--- config.mk ---
export PLATFORM = sky130hd
export DESIGN_NAME = line_alarm_monitor
export DESIGN_NICKNAME = d
export VERILOG_FILES = /design/src/rtl/lam_pkg.sv /design/src/rtl/lam_decode.sv /design/src/rtl/lam_tracker.sv /design/src/rtl/lam_xerr_req.sv /design/src/rtl/line_alarm_monitor.sv
export SDC_FILE = /design/constraint.sdc
export NUM_CORES = 1
export LEC_CHECK = 0
export BUFFER_PORTS_ARGS = -buffer_cell sky130_fd_sc_hd__buf_2
export CAP_MARGIN = 20
export CORE_AREA = 2 2 41 43
export DETAILED_ROUTE_END_ITERATION = 7
export DIE_AREA = 0 0 43 45
export PLACE_DENSITY = 0.78
export SLEW_MARGIN = 20
export SYNTH_ARGS = -nofsm -noshare
export SYNTH_HDL_FRONTEND = slang
export SYNTH_SLANG_ARGS = --single-unit
--- constraint.sdc ---
create_clock -name clk_i -period 2.9 [get_ports clk_i]
set_input_delay 0.29 -clock clk_i [delete_from_list [all_inputs] [get_ports clk_i]]
set_output_delay 0.29 -clock clk_i [all_outputs]
set_load 0.03 [all_outputs]
--- src/rtl/lam_pkg.sv ---
package lam_pkg;
  localparam int unsigned N_IND   = 3;
  localparam int unsigned IND_FAR  = 0;
  localparam int unsigned IND_BLUE = 1;
  localparam int unsigned IND_RED  = 2;
  typedef logic [N_IND-1:0] ind_vec_t;
endpackage

--- src/rtl/lam_decode.sv ---
module lam_decode
  import lam_pkg::*;
#(
  parameter int unsigned STAT_W   = 16,
  parameter int unsigned LOS_BIT  = 0,
  parameter int unsigned OOF_BIT  = 1,
  parameter int unsigned AIS_BIT  = 2,
  parameter int unsigned BLUE_BIT = 3,
  parameter int unsigned XERR_BIT = 4
) (
  input  logic [STAT_W-1:0] stat0_i,
  input  logic [STAT_W-1:0] stat9_i,
  input  logic [STAT_W-1:0] stat10_i,
  output ind_vec_t          raw_o
);
  localparam logic [STAT_W-1:0] RED_MASK  = (STAT_W'(1) << LOS_BIT) | (STAT_W'(1) << OOF_BIT);
  localparam logic [STAT_W-1:0] AIS_MASK  = STAT_W'(1) << AIS_BIT;
  localparam logic [STAT_W-1:0] BLUE_MASK = STAT_W'(1) << BLUE_BIT;
  localparam logic [STAT_W-1:0] XERR_MASK = STAT_W'(1) << XERR_BIT;

  always_comb begin
    raw_o           = '0;
    raw_o[IND_RED]  = |(stat0_i & RED_MASK);
    raw_o[IND_FAR]  = |(stat0_i & AIS_MASK) | |(stat10_i & XERR_MASK);
    raw_o[IND_BLUE] = |(stat9_i & BLUE_MASK);
  end
endmodule

--- src/rtl/lam_tracker.sv ---
module lam_tracker
  import lam_pkg::*;
(
  input  logic     clk_i,
  input  logic     rst_ni,
  input  logic     valid_i,
  input  ind_vec_t raw_i,
  output ind_vec_t state_o,
  output ind_vec_t rise_nxt_o,
  output ind_vec_t fall_nxt_o,
  output ind_vec_t rise_o,
  output ind_vec_t fall_o
);
  ind_vec_t state_q, rise_q, fall_q;

  for (genvar g = 0; g < N_IND; g++) begin : g_ind
    assign rise_nxt_o[g] = valid_i &  raw_i[g] & ~state_q[g];
    assign fall_nxt_o[g] = valid_i & ~raw_i[g] &  state_q[g];

    always_ff @(posedge clk_i or negedge rst_ni) begin
      if (!rst_ni) begin
        state_q[g] <= 1'b0;
        rise_q[g]  <= 1'b0;
        fall_q[g]  <= 1'b0;
      end else begin
        if (valid_i) state_q[g] <= raw_i[g];
        rise_q[g] <= rise_nxt_o[g];
        fall_q[g] <= fall_nxt_o[g];
      end
    end
  end

  assign state_o = state_q;
  assign rise_o  = rise_q;
  assign fall_o  = fall_q;
endmodule

--- src/rtl/lam_xerr_req.sv ---
module lam_xerr_req (
  input  logic clk_i,
  input  logic rst_ni,
  input  logic enter_i,
  input  logic leave_i,
  output logic req_o,
  output logic set_o
);
  logic req_q, set_q;

  always_ff @(posedge clk_i or negedge rst_ni) begin
    if (!rst_ni) begin
      req_q <= 1'b0;
      set_q <= 1'b0;
    end else begin
      req_q <= enter_i | leave_i;
      // qualifier holds its last value between requests
      if (enter_i | leave_i) set_q <= enter_i;
    end
  end

  assign req_o = req_q;
  assign set_o = set_q;
endmodule

--- src/rtl/line_alarm_monitor.sv ---
module line_alarm_monitor
  import lam_pkg::*;
#(
  parameter int unsigned STAT_W   = 16,
  parameter int unsigned LOS_BIT  = 0,
  parameter int unsigned OOF_BIT  = 1,
  parameter int unsigned AIS_BIT  = 2,
  parameter int unsigned BLUE_BIT = 3,
  parameter int unsigned XERR_BIT = 4
) (
  input  logic              clk_i,
  input  logic              rst_ni,
  input  logic              stat_valid_i,
  input  logic [STAT_W-1:0] stat0_i,
  input  logic [STAT_W-1:0] stat9_i,
  input  logic [STAT_W-1:0] stat10_i,
  output logic              led_ready_o,
  output logic              led_far_o,
  output logic              led_blue_o,
  output logic              led_red_o,
  output logic [2:0]        raise_o,
  output logic [2:0]        clear_o,
  output logic              xerr_req_o,
  output logic              xerr_set_o
);
  ind_vec_t raw, state, rise_nxt, fall_nxt, rise, fall;
  logic     ready_q;

  lam_decode #(
    .STAT_W(STAT_W), .LOS_BIT(LOS_BIT), .OOF_BIT(OOF_BIT),
    .AIS_BIT(AIS_BIT), .BLUE_BIT(BLUE_BIT), .XERR_BIT(XERR_BIT)
  ) u_decode (
    .stat0_i (stat0_i),
    .stat9_i (stat9_i),
    .stat10_i(stat10_i),
    .raw_o   (raw)
  );

  lam_tracker u_track (
    .clk_i     (clk_i),
    .rst_ni    (rst_ni),
    .valid_i   (stat_valid_i),
    .raw_i     (raw),
    .state_o   (state),
    .rise_nxt_o(rise_nxt),
    .fall_nxt_o(fall_nxt),
    .rise_o    (rise),
    .fall_o    (fall)
  );

  lam_xerr_req u_xerr (
    .clk_i  (clk_i),
    .rst_ni (rst_ni),
    .enter_i(rise_nxt[IND_RED]),
    .leave_i(fall_nxt[IND_RED]),
    .req_o  (xerr_req_o),
    .set_o  (xerr_set_o)
  );

  // ready is re-asserted on every evaluation and survives reset
  always_ff @(posedge clk_i or negedge rst_ni) begin
    if (!rst_ni)           ready_q <= 1'b1;
    else if (stat_valid_i) ready_q <= 1'b1;
  end

  assign led_ready_o = ready_q;
  assign led_far_o   = state[IND_FAR];
  assign led_blue_o  = state[IND_BLUE];
  assign led_red_o   = state[IND_RED];
  assign raise_o     = rise;
  assign clear_o     = fall;
endmodule

==> impl_metrics.tcl <==
set metrics [dict create \
    status "finished clean" \
    ant_nets 0 \
    min_period_ns 1.227 \
    crit_required_ns 2.61 \
    dpl.hpwl_um 552.6 \
    crit_fanout 8 \
    cts_tree "built" \
    critPathMaxStageDelay_ns 0.44 \
    power_mw 0.3277 \
    period_share 0.4230 \
    place_worst_setup_slack_ns 1.830 \
    htree_levels 1 \
    max_freq_mhz 815.2 \
    r2r_start "u_track.state_o[2]" \
    clkPwrFrac 0.311 \
    slew_viol_final 0 \
    cts_buffers 3 \
    num_antenna_cells 0 \
    dieArea_mm2 0.001935 \
    crit_chain "buf_2" \
    core.rowCount 14 \
    grt_pass1_vias 282 \
    wirelength_um 733 \
    swShare 0.2841 \
    utilization 0.3699 \
    synth_area_um2 410.4 \
    worst-path-buf-inv 1 \
    seq_area_frac_synth 0.6707 \
    hp-class "input pin to register" \
    core_mm2 0.001471 \
    synth_top_area_cell "dfrtp_1" \
    grt_pass1_wl_mm 1.200 \
    wl_per_cell_um 9.905 \
    initialDrtViolationCount 2 \
    cap_violations 0 \
    start_kind "register" \
    p_seq_frac 0.515 \
    clock_skew_ns 0.0007387 \
    ys_ff_latch 11 \
    drc_errors 0 \
    syn_to_final_growth_pct 32.62 \
    yosysUniqueCellTypes 15 \
    mostFrequentLayoutCells "18 x buf_2, 11 x dfrtp_1, 7 x nor2_1" \
    die_h_um 45 \
    cts_root_buf "clkbuf_4" \
    io_buffers 18 \
    p_comb_frac 0.174 \
    p_sw_mw 0.09309 \
    start_util 0.2789 \
    synth_area_leaders "dfrtp_1 67%, nor2_1 6.4%, o21ai_0 4.9%" \
    viasPerCell 4.405 \
    p_leak_nw 0.2906 \
    worst_setup_path_end_kind "primary output" \
    cp_slowest_cell "dfrtp_1" \
    startpoint "u_track.state_o[2]" \
    setup_viol 0 \
    cp.arrival_ns 0.94 \
    setup_tns_ns 0 \
    yosysTopAreaCellShare 0.6707 \
    grt_max_degree 14 \
    ir_worst_vdd_uv 235.0 \
    critPathKind "register to primary output" \
    die_w_um 43 \
    finalHoldViolations 0 \
    grt_remaining_overflow 0 \
    clock_latency_ns 0.26 \
    grt_use_total 0.08696 \
    critical_path.top_delay_family "flip-flops" \
    yosys_warnings 0 \
    setup_ws_ns 1.673 \
    ios 63 \
    synth.avg_cell_area_um2 11.09 \
    min_from "stat9_i[3]" \
    place_congestion 0.6016 \
    intPower_mw 0.2346 \
    drt_pass1_iterations 4 \
    cts_sinks 11 \
    syn_nets 88 \
    num_vias 326 \
    drive_gt1_frac 0.3966 \
    netlist_instances 37 \
    power_density_mw_per_mm2 602.1 \
    clk_pin_slew_worst_paths_ns 0.07 \
    final_common_cell "buf_2" \
    rsz0062_at_grt "no" \
    fin_nets 110 \
    cts_buffer_depth 2 \
    antenna_found_initial 0 \
]
sequential cells by signal, indices dropped and copies added (netlist names):
register / flops
u_track.fall_o: 3
u_track.rise_o: 3
u_track.state_o: 3
u_xerr.req_o: 1
u_xerr.set_o: 1
through the flow:
stage	hold WS, ns	area, um2	std cells
after floorplan	-0.005591	410.4	37
after global placement	0.1639	508.0	69
after detailed placement	0.1723	508.0	69
after CTS	0.1783	544.3	74
after global routing	0.1783	544.3	74
final	0.1863	544.3	74
routing by layer:
metal	part of all wire	GRT usage
met1	0.41	0.1018
met2	0.49	0.1333
met3	0.095	0.04800
met4	0	0.03636
met5	0	0
worst paths after layout:
| path | end | slack, ns | cells after the start |
|---|---|---|---|
| setup / recovery | led_red_o | 1.67 | 1 |
| hold / removal | u_track.fall_o[1] | 0.19 | 2 |
| setup reg to reg | u_xerr.req_o | 1.81 | 2 |
| hold reg to reg | u_track.rise_o[1] | 0.48 | 1 |
| max in group asynchronous | u_track.fall_o[0] | 2.27 | 2 |
| min in group asynchronous | u_track.rise_o[1] | 0.43 | 2 |
cell type report:
cell class / instances / area [um2]
clock buffer: 4 / 26.28
fill: 171 / 927.1
inverter: 1 / 3.754
multi-input combinational: 23 / 118.9
sequential: 11 / 275.3
tap: 16 / 20.02
timing repair buffer: 19 / 100.1
Yosys cell counts:
cell type and instances:
dfrtp_1 11, nor2_1 7, o21ai_0 4, a21oi_1 2
and3_1 2, nand2_1 2, a21bo_2 1, and3_2 1
buf_2 1, buf_4 1, conb_1 1, inv_1 1
nor3b_1 1, o211ai_1 1, or3_1 1
power by group through the flow:
| stage | sequential, mW | combinational [mW] | clock (mW) |
|---|---|---|---|
| after floorplan | 0.192 | 0.0163 | 0 |
| after global placement | 0.172 | 0.0552 | 0 |
| after detailed placement | 0.172 | 0.0564 | 0 |
| after CTS | 0.169 | 0.0578 | 0.107 |
| after global routing | 0.171 | 0.0622 | 0.114 |
| final | 0.169 | 0.0569 | 0.102 |
repair_timing:
| action | CTS | global route |
|---|---|---|
| endpoints found under the setup margin | 0 | 0 |
| setup buffers | 0 | 0 |
| hold buffers | 1 | 0 |
| endpoints found under the hold margin | 11 | 0 |
| resized for setup | 0 | 0 |
cells by family (layout without fill, tap and decap cells):
| family | Yosys count | after routing | synth area share |
|---|---|---|---|
| AO/OA/AOI/OAI | 8 | 8 | 0.1159 |
| AND/OR/NAND/NOR | 14 | 14 | 0.1647 |
| buffers and inverters | 3 | 24 | 0.03962 |
| other | 1 | 1 | 0.009138 |
| flip-flops | 11 | 11 | 0.6707 |
No activity file was read; power rests on OpenSTA's default activity.
